File: config.mk
export PLATFORM = sky130hd
export DESIGN_NAME = break_return_sel
export DESIGN_NICKNAME = d
export VERILOG_FILES = /design/src/rtl/brs_pkg.sv /design/src/rtl/brs_branch_ctx.sv /design/src/rtl/brs_pending.sv /design/src/rtl/brs_arbiter.sv /design/src/rtl/break_return_sel.sv
export SDC_FILE = /design/constraint.sdc
export NUM_CORES = 1
export LEC_CHECK = 0
export BUFFER_PORTS_ARGS = -buffer_cell sky130_fd_sc_hd__buf_2
export CORE_UTILIZATION = 55
export CTS_BUF_LIST = sky130_fd_sc_hd__clkbuf_8
export DETAILED_ROUTE_END_ITERATION = 16
export HOLD_SLACK_MARGIN = 0.06
export PLACE_DENSITY = 0.89
export SLEW_MARGIN = 20
export SYNTH_ARGS = -nofsm -noshare
export SYNTH_HDL_FRONTEND = slang
export SYNTH_SLANG_ARGS = --single-unit
File: constraint.sdc
create_clock -name clk -period 1.9 [get_ports clk]
set_input_delay 0.19 -clock clk [delete_from_list [all_inputs] [get_ports clk]]
set_output_delay 0.19 -clock clk [all_outputs]
set_load 0.01 [all_outputs]
File: src/rtl/brs_pkg.sv
package brs_pkg;
  typedef struct packed {
    logic pre;
    logic post;
    logic daddr;
    logic dval;
  } brs_match_t;
endpackage

File: src/rtl/brs_branch_ctx.sv
module brs_branch_ctx #(
  parameter int AW = 32
) (
  input  logic          clk,
  input  logic          rst_n,
  input  logic          capture,
  input  logic [AW-1:0] br_addr_in,
  input  logic [AW-1:0] br_tgt_in,
  output logic [AW-1:0] br_addr_q,
  output logic [AW-1:0] br_tgt_q
);
  logic [AW-1:0] addr_d, tgt_d;

  always_comb begin
    addr_d = br_addr_q;
    tgt_d  = br_tgt_q;
    if (capture) begin
      addr_d = br_addr_in;
      tgt_d  = br_tgt_in;
    end
  end

  always_ff @(posedge clk or negedge rst_n) begin
    if (!rst_n) begin
      br_addr_q <= '0;
      br_tgt_q  <= '0;
    end else begin
      br_addr_q <= addr_d;
      br_tgt_q  <= tgt_d;
    end
  end
endmodule

File: src/rtl/brs_pending.sv
module brs_pending #(
  parameter int WIN = 2,
  localparam int CW = $clog2(WIN + 1)
) (
  input  logic clk,
  input  logic rst_n,
  input  logic step,
  input  logic take,
  input  logic defer,
  input  logic start,
  output logic slot_pend,
  output logic win_run,
  output logic win_last
);
  logic [CW-1:0] cnt_q, cnt_d;
  logic          pend_d;

  always_comb begin
    cnt_d  = cnt_q;
    pend_d = slot_pend;
    if (step) begin
      pend_d = 1'b0;
      if (take) begin
        cnt_d = '0;
      end else if (defer) begin
        pend_d = 1'b1;
        cnt_d  = '0;
      end else if (start) begin
        cnt_d = CW'(WIN);
      end else if (cnt_q != '0) begin
        cnt_d = cnt_q - 1'b1;
      end
    end
  end

  always_ff @(posedge clk or negedge rst_n) begin
    if (!rst_n) begin
      cnt_q     <= '0;
      slot_pend <= 1'b0;
    end else begin
      cnt_q     <= cnt_d;
      slot_pend <= pend_d;
    end
  end

  assign win_run  = (cnt_q != '0);
  assign win_last = (cnt_q == CW'(1));
endmodule

File: src/rtl/brs_arbiter.sv
module brs_arbiter
  import brs_pkg::*;
#(
  parameter int AW = 32
) (
  input  logic          valid,
  input  brs_match_t    m,
  input  logic          dbr,
  input  logic          slot,
  input  logic [AW-1:0] iaddr,
  input  logic [AW-1:0] naddr,
  input  logic [AW-1:0] ctx_baddr,
  input  logic [AW-1:0] ctx_tgt,
  input  logic          slot_pend,
  input  logic          win_run,
  input  logic          win_last,
  output logic          take,
  output logic [AW-1:0] take_addr,
  output logic          defer,
  output logic          start
);
  logic [AW-1:0] after_addr;

  assign after_addr = slot ? ctx_tgt : naddr;

  always_comb begin
    take      = 1'b0;
    take_addr = '0;
    defer     = 1'b0;
    start     = 1'b0;
    if (valid) begin
      if (m.pre) begin
        take      = 1'b1;
        take_addr = slot ? ctx_baddr : iaddr;
      end else if ((m.post || m.daddr) && !dbr) begin
        take      = 1'b1;
        take_addr = after_addr;
      end else if (m.dval && slot) begin
        take      = 1'b1;
        take_addr = ctx_tgt;
      end else if (slot_pend) begin
        take      = 1'b1;
        take_addr = ctx_tgt;
      end else if (win_last && !dbr) begin
        take      = 1'b1;
        take_addr = after_addr;
      end else if (dbr && (m.post || m.daddr || m.dval || win_run)) begin
        defer = 1'b1;
      end else if (m.dval) begin
        start = 1'b1;
      end
    end
  end
endmodule

File: src/rtl/break_return_sel.sv
module break_return_sel
  import brs_pkg::*;
#(
  parameter int AW  = 32,
  parameter int WIN = 2
) (
  input  logic          clk,
  input  logic          rst_n,
  input  logic          instr_valid,
  input  logic [AW-1:0] instr_addr,
  input  logic [AW-1:0] next_addr,
  input  logic          is_dbranch,
  input  logic          is_dslot,
  input  logic [AW-1:0] branch_target,
  input  logic          m_fetch_pre,
  input  logic          m_fetch_post,
  input  logic          m_data_addr,
  input  logic          m_data_val,
  output logic          brk_req,
  output logic [AW-1:0] brk_addr
);
  brs_match_t    match;
  logic [AW-1:0] ctx_baddr, ctx_tgt, take_addr;
  logic          take, defer, start;
  logic          slot_pend, win_run, win_last;
  logic [AW-1:0] addr_d;

  assign match = '{pre: m_fetch_pre, post: m_fetch_post,
                   daddr: m_data_addr, dval: m_data_val};

  brs_branch_ctx #(.AW(AW)) u_ctx (
    .clk        (clk),
    .rst_n      (rst_n),
    .capture    (instr_valid && is_dbranch),
    .br_addr_in (instr_addr),
    .br_tgt_in  (branch_target),
    .br_addr_q  (ctx_baddr),
    .br_tgt_q   (ctx_tgt)
  );

  brs_arbiter #(.AW(AW)) u_arb (
    .valid     (instr_valid),
    .m         (match),
    .dbr       (is_dbranch),
    .slot      (is_dslot),
    .iaddr     (instr_addr),
    .naddr     (next_addr),
    .ctx_baddr (ctx_baddr),
    .ctx_tgt   (ctx_tgt),
    .slot_pend (slot_pend),
    .win_run   (win_run),
    .win_last  (win_last),
    .take      (take),
    .take_addr (take_addr),
    .defer     (defer),
    .start     (start)
  );

  brs_pending #(.WIN(WIN)) u_pend (
    .clk       (clk),
    .rst_n     (rst_n),
    .step      (instr_valid),
    .take      (take),
    .defer     (defer),
    .start     (start),
    .slot_pend (slot_pend),
    .win_run   (win_run),
    .win_last  (win_last)
  );

  always_comb begin
    addr_d = brk_addr;
    if (take) addr_d = take_addr;
  end

  always_ff @(posedge clk or negedge rst_n) begin
    if (!rst_n) begin
      brk_req  <= 1'b0;
      brk_addr <= '0;
    end else begin
      brk_req  <= take;
      brk_addr <= addr_d;
    end
  end
endmodule

==> results of run 1 <==
[stage by stage]
| stage | setup WS [ns] | TNS, ns | hold WS [ns] | util | power [W] |
|---|---|---|---|---|---|
| after detailed placement | -0.006437 | -0.006437 | 0.2920 | 0.6593 | 0.003973 |
| after floorplan | 0.2330 | 0 | -0.1056 | - | 0.003441 |
| after CTS | 0.03252 | 0 | 0.06029 | 0.7392 | 0.005335 |
| after global routing | 0.003012 | 0 | 0.06362 | 0.7441 | 0.005603 |
| after global placement | 0.1234 | 0 | 0.2891 | 0.6593 | 0.003895 |
| final | 0.07930 | 0 | 0.05702 | 0.7441 | 0.005361 |
[cell families after synthesis]
group	synth area share
AOI/OAI and AO/OA	0.2076
adders and majority gates	0.004755
buffers and inverters	0.04590
DFF	0.4756
muxes	0.1979
and+or+nand+nor	0.06826
[synthesized netlist by cell type, types with 3 or more instances]
| cell | count |
|---|---|
| buf_2 | 16 |
| mux2_2 | 4 |
| buf_6 | 4 |
| nand2_1 | 35 |
| o2bb2ai_1 | 32 |
| a21oi_1 | 3 |
| a21boi_0 | 31 |
| buf_4 | 6 |
| inv_1 | 4 |
| mux2i_1 | 32 |
| mux2_1 | 60 |
| nand3_1 | 33 |
| a221oi_2 | 30 |
| clkbuf_1 | 14 |
| dfrtp_1 | 100 |
[worst max-delay path by stage]
stage | start | endpoint | slack [ns] | depth (start not counted)
5_1_grt | u_pend.cnt_q[0]$_DFFE_PN0P_ | brk_addr[0]$_DFFE_PN0N_ | 0.003 | 6
2_1_floorplan | u_pend.cnt_q[0]$_DFFE_PN0P_ | brk_addr[30]$_DFFE_PN0N_ | 0.23 | 6
3_3_place_gp | u_pend.cnt_q[0]$_DFFE_PN0P_ | brk_addr[0]$_DFFE_PN0N_ | 0.12 | 6
3_5_place_dp | u_pend.cnt_q[0]$_DFFE_PN0P_ | brk_addr[0]$_DFFE_PN0N_ | -0.006 | 6
6_report | u_pend.cnt_q[0]$_DFFE_PN0P_ | brk_addr[26]$_DFFE_PN0N_ | 0.08 | 5
4_1_cts | u_pend.cnt_q[1]$_DFFE_PN0P_ | brk_addr[31]$_DFFE_PN0N_ | 0.03 | 6
[registers in the layout, indices dropped and copies added, names as in the netlist]
| signal | flops |
|---|---|
| brk_req | 1 |
| brk_addr | 32 |
| u_ctx.br_addr_q | 32 |
| u_pend.slot_pend | 1 |
| u_pend.cnt_q | 2 |
| u_ctx.br_tgt_q | 32 |
[worst max-delay path: stages, from the launching register on]
cell and delay [ns]:
dfrtp_1 0.42, ha_1 0.25, nor2b_2 0.19, o21a_4 0.33
a221oi_2 0.36, o2bb2ai_1 0.14
[area by class of cell]
class | count | area [um^2]
Fill cell | 625 | 2365
Clock buffer | 9 | 123.9
Timing Repair Buffer | 212 | 1456
Inverter | 5 | 18.77
Multi-Input combinational cell | 286 | 2555
Sequential cell | 100 | 2502
Tap cell | 129 | 161.4
Clock inverter | 7 | 57.56
[metal layers]
metal / routed length, um / part of all wire / global-route usage
met5: 0 / 0 / 0
met2: 7263 / 0.51 / 0.5130
met1: 5846 / 0.41 / 0.3801
met4: 343 / 0.024 / 0.09615
met3: 888 / 0.062 / 0.04596
[power by group through the flow]
| stage | clock [W] | combinational (W) | sequential, W |
|---|---|---|---|
| 6_report | 0.00130 | 0.00141 | 0.00265 |
| 5_1_grt | 0.00139 | 0.00153 | 0.00269 |
| 4_1_cts | 0.00130 | 0.00139 | 0.00265 |
| 3_5_place_dp | 0 | 0.00129 | 0.00268 |
| 3_3_place_gp | 0 | 0.00123 | 0.00266 |
| 2_1_floorplan | 0 | 0.000750 | 0.00269 |
[timing repair]
item                                    CTS  global route
resized for setup                         1             2
hold endpoints to repair                154             2
setup buffers                             0             1
gates cloned                              0             1
endpoints found under the setup margin    1            22
hold buffers                             55             2
pin swaps                                 0             1
==> summary.txt, run 1 <==
Detailed routing
  – Via density: 5.889
  – Routed WL: about 14000 um
  – Via count: between 4000 and 5000
  – Mean routed wirelength per cell: 19.17 um
  – Routed Antenna Nets: 0
  – Initial DRC Count: 219
  – TritonRoute pass-1 iters: 5
  – DRC viols: 0

Synthesis
  – Syn Inst Count: 430
  – Leading area contributor after synthesis: dfrtp_1
  – Sequential area share after synthesis: 0.4756
  – Post-Synthesis Cell Area: between 5000 and 6000 um^2
  – Avg Cell Area, Syn: 12.24 um^2
  – Share of Yosys cell area claimed by the top area cell type: 0.4756
  – YS warnings: 0
  – Leading post-synthesis cells by cell area: dfrtp_1 (48%), mux2_1 (13%), a221oi_2 (8.6%)
  – Post-synth EDFFs: 0
  – Post-Syn Nets: 537
  – Yosys cell types: 36
  – Top_reg_cell synth: dfrtp_1
  – Yosys reg bits: 100
  – Async set-reset flop share out of synthesis: 1.000

Power
  – Power per cell area: 779.7 nW/um^2
  – Clk pwr share: 0.242
  – P_leak: 3.156 nW
  – NetSw: between 0.0015 and 0.002 W
  – Flop pwr share: 0.495
  – Internal Power: between 0.003 and 0.004 W
  – Peak supply drop: 0.5285 mV
  – Logic gate share of total power: 0.263
  – Net Sw Frac: 0.3203

Place
  – PortBufs: 137
  – Placement Cell Area: 6092 um^2
  – Post-DP HPWL: 9394 um
  – Final GP Congestion: 0.8907
  – Number of instances in the placed design: 673

Hold path
  – WHS Endpoint: u_ctx.br_addr_q[1]$_DFFE_PN0P_
  – HP Start: instr_addr[1]
  – Tightest Hold Check Type: in -> reg
  – Worst hold path depth: 2

STA
  – Max-slew headroom: 0.6257
  – Max Slew Vio Count: 0
  – Final min period: 1.821 ns
  – Final Hold Fails: 0
  – Final Setup Violations: 0
  – Final worst-path cycle share: 0.9583
  – Worst slew pin tran: 0.5614 ns
  – Peak Freq: 549.2 MHz
  – Skew final: approximately 0.013 ns
  – RSZ-0062 raised after global routing: no

GRT
  – Grt total ovfl: 0
  – Initial antenna violation count: 0
  – First-pass GRT wire length: ~23000 um
  – Vias in the first global route: ~4600
  – Largest net degree at the start of global routing: 101
  – Global-route total usage across every layer: 0.2956

Clocking
  – Clock root buffer: clkbuf_8
  – H-Tree Depth: 3
  – Clock transition at path regs: between 0.1 and 0.15 ns
  – Clk_lat worst skew: 0.37 ns
  – CTS tree: yes
  – # clock sinks: 100
  – Clock buffer depth: 2
  – CTS buffer count: 9

Die
  – Chip height: 99.81 um
  – Initial core utilization: 0.5694
  – Ports: 138
  – Std cell rows: 35
  – Full die area: ~10000 um^2
  – Core area: 9240 um^2
  – Die width: 99.81 um

Setup path
  – Setup Crit Path Kind: reg -> reg
  – Worst Reg-to-Reg Cells: 5
  – Max FO, Critical Path: 16
  – R2r endpoint: brk_addr[26]$_DFFE_PN0N_
  – Element type at the critical path end: flip-flop
  – CP startpoint kind: flip-flop
  – Crit path required time: 2.13 ns
  – Crit Reg-Reg Startpoint: u_pend.cnt_q[0]$_DFFE_PN0P_
  – Reg2Reg Setup Slack: slightly below 0.08 ns
  – Worst path arrival time: 2.05 ns

Final layout
  – Finished Layout Cells: 748
  – Commonest non-fill, non-tap cells in the layout: buf_2 (136), dfrtp_1 (100), mux2_1 (60)
  – Most common cell after layout, fill and taps aside: buf_2
  – Fin area: about 6900 um^2
  – Diodes inserted: 0
  – Layout Area Growth over Synthesis: 30.68%
  – Layout cells sized above 1: 0.3489
  – Post-layout nets: 721

Job
  – Maxcap violations: 0

Outcome
  – Status: complete, no violations
Power figures use the tool's default switching activity.
==> run 2, diff against run 1 <==
==> constraint.sdc (replaced) <==
create_clock -name clk -period 1.86 [get_ports clk]
set_input_delay 0.186 -clock clk [delete_from_list [all_inputs] [get_ports clk]]
set_output_delay 0.186 -clock clk [all_outputs]
set_load 0.01 [all_outputs]
==> summary.txt, run 2 (synthesis results as in run 1) <==
STA
  – Max-slew headroom: 0.5883
  – Final worst-path cycle share: 0.9684
  – Peak Freq: 555.2 MHz
  – Max Slew Vio Count: 0
  – Final min period: 1.801 ns
  – Final Setup Violations: 0
  – Worst slew pin tran: 0.6175 ns
  – Hold Slack: 0.06265 ns
  – RSZ-0062 raised after global routing: yes
  – Skew final: 0.007971 ns
  – Final Hold Fails: 0

Clocking
  – Clock transition at path regs: 0.09 ns
  – H-Tree Depth: 3
  – Clock buffer depth: 2
  – Post-CTS Setup Bufs: 0
  – Clock root buffer: clkbuf_8
  – CTS buffer count: 9
  – # clock sinks: 100
  – CTS tree: yes
  – Clk_lat worst skew: 0.37 ns

Die
  – Chip height: ~100 um
  – Ports: about 140
  – Std cell rows: 35
  – Initial core utilization: 0.5694
  – Die width: roughly 100 um
  – Core area: 9240 um^2
  – Full die area: 9961 um^2

Final layout
  – Post-layout nets: 719
  – Most common cell after layout, fill and taps aside: buf_2
  – Layout cells sized above 1: 0.3517
  – Diodes inserted: 0
  – Layout Area Growth over Synthesis: 30.61%
  – Fill count: 620
  – Fin area: approximately 7000 um^2
  – Commonest non-fill, non-tap cells in the layout: buf_2 (136), dfrtp_1 (100), mux2_1 (60)
  – Top Registers: brk_addr (32), u_ctx.br_addr_q (32), u_ctx.br_tgt_q (32)

Outcome
  – Status: complete, no violations

Power
  – Power per cell area: 813.9 nW/um^2
  – P_leak: between 3 and 4 nW
  – Peak supply drop: 0.5903 mV
  – Total power draw: ~0.0056 W

Detailed routing
  – Routed Antenna Nets: 0
  – Routed WL: 14030 um
  – TritonRoute pass-1 iters: 5
  – Mean routed wirelength per cell: between 15 and 20 um
  – DRC viols: 0
  – Initial DRC Count: 189
  – Via density: about 5.9
  – Via count: 4366

Setup path
  – Max FO, Critical Path: 21
  – Buffers & Inverters on Critical Path: 1
  – Worst Reg-to-Reg Cells: 6
  – CP startpoint kind: flip-flop
  – Crit path required time: 2.11 ns
  – Critical path's slowest cell: dfrtp_1
  – Crit path depth: 6
  – Setup Crit Path Kind: reg -> reg
  – Worst path arrival time: a little over 2 ns
  – CP peak stage delay: about 0.43 ns
  – Cells along the critical path: ha_1 -> nor3_2 -> o21ai_4 -> buf_12 -> a221oi_2 -> o2bb2ai_1
  – Element type at the critical path end: flip-flop
  – CP top delay family: compound AO/OA/AOI/OAI gates

GRT
  – First-pass GRT wire length: 21780 um
  – Grt total ovfl: 0
  – Vias in the first global route: 4442
  – Initial antenna violation count: 0
  – Global-route total usage across every layer: 0.2838
  – Largest net degree at the start of global routing: 65

Hold path
  – Tightest Hold Check Type: in -> reg
  – Worst hold path depth: 2

Place
  – Placement Cell Area: 6115 um^2
  – PortBufs: 137
  – Post-DP HPWL: 9521 um
  – Final GP Congestion: 0.9107

Job
  – Maxcap violations: 0
[run 2: cell types whose count changed in the layout (fill, tap and decap cells not counted), sizes merged]
cell         previous run  this run
dlygate4sd3            57        53
inv                     9         5
buf                   155       157
bufinv                  0         1
clkinvlp                2         1
clkinv                  1         3
clkbuf                  9        11
[run 2: cell type report]
class                   count  area [um^2]  share of cell area
multi-input cells         286         2546              0.3705
flip-flops and latches    100         2502              0.3642
repair buffers            210         1431              0.2083
well taps                 129        161.4             0.02349
clock buffers              11        151.4             0.02203
clock inverters             5        60.06            0.008740
inverters                   5        18.77            0.002731
[run 2: path summary, 6_finish.rpt]
check / startpoint / to / slack (ns)
max: u_pend.cnt_q[0]$_DFFE_PN0P_ / brk_addr[29]$_DFFE_PN0N_ / 0.06
max reg2reg: u_pend.cnt_q[0]$_DFFE_PN0P_ / brk_addr[29]$_DFFE_PN0N_ / 0.06
min: instr_addr[5] / u_ctx.br_addr_q[5]$_DFFE_PN0P_ / 0.06
min reg2reg: brk_addr[6]$_DFFE_PN0N_ / brk_addr[6]$_DFFE_PN0N_ / 0.49
max in group asynchronous: rst_n / u_ctx.br_tgt_q[22]$_DFFE_PN0P_ / 0.79
min in group asynchronous: rst_n / brk_addr[13]$_DFFE_PN0N_ / 0.38
[run 2: what timing repair did]
| item | CTS | global route |
|---|---|---|
| resized for setup | 0 | 1 |
| endpoints found under the hold margin | 93 | 0 |
| hold buffers | 53 | 0 |
| setup endpoints to repair | 0 | 34 |
[run 2: metal layers]
| layer | up-vias | GRT usage | wire length, um |
|---|---|---|---|
| met1 | 2167 | 0.3713 | 5930 |
| met4 | 0 | 0.1018 | 312 |
| li1 | 1990 | - | - |
| met3 | 31 | 0.03760 | 654 |
| met5 | - | 0 | 0 |
| met2 | 178 | 0.4859 | 7133 |
[run 2: metrics by stage]
stage          TNS [ns]  worst slack (ns)  std cells  utilization
3_3_place_gp          0            0.1123        676       0.6617
2_1_floorplan         0            0.1930        430            -
5_1_grt         -0.2740          -0.03962        746       0.7437
3_5_place_dp          0           0.04270        676       0.6617
6_report              0           0.05883        746       0.7437
4_1_cts               0           0.01159        745       0.7420
[run 2: power by group]
part / internal [W] / switching [W]
Combinational: 0.000697 / 0.000726
Clock: 0.000698 / 0.000761
Sequential: 0.00251 / 0.000199
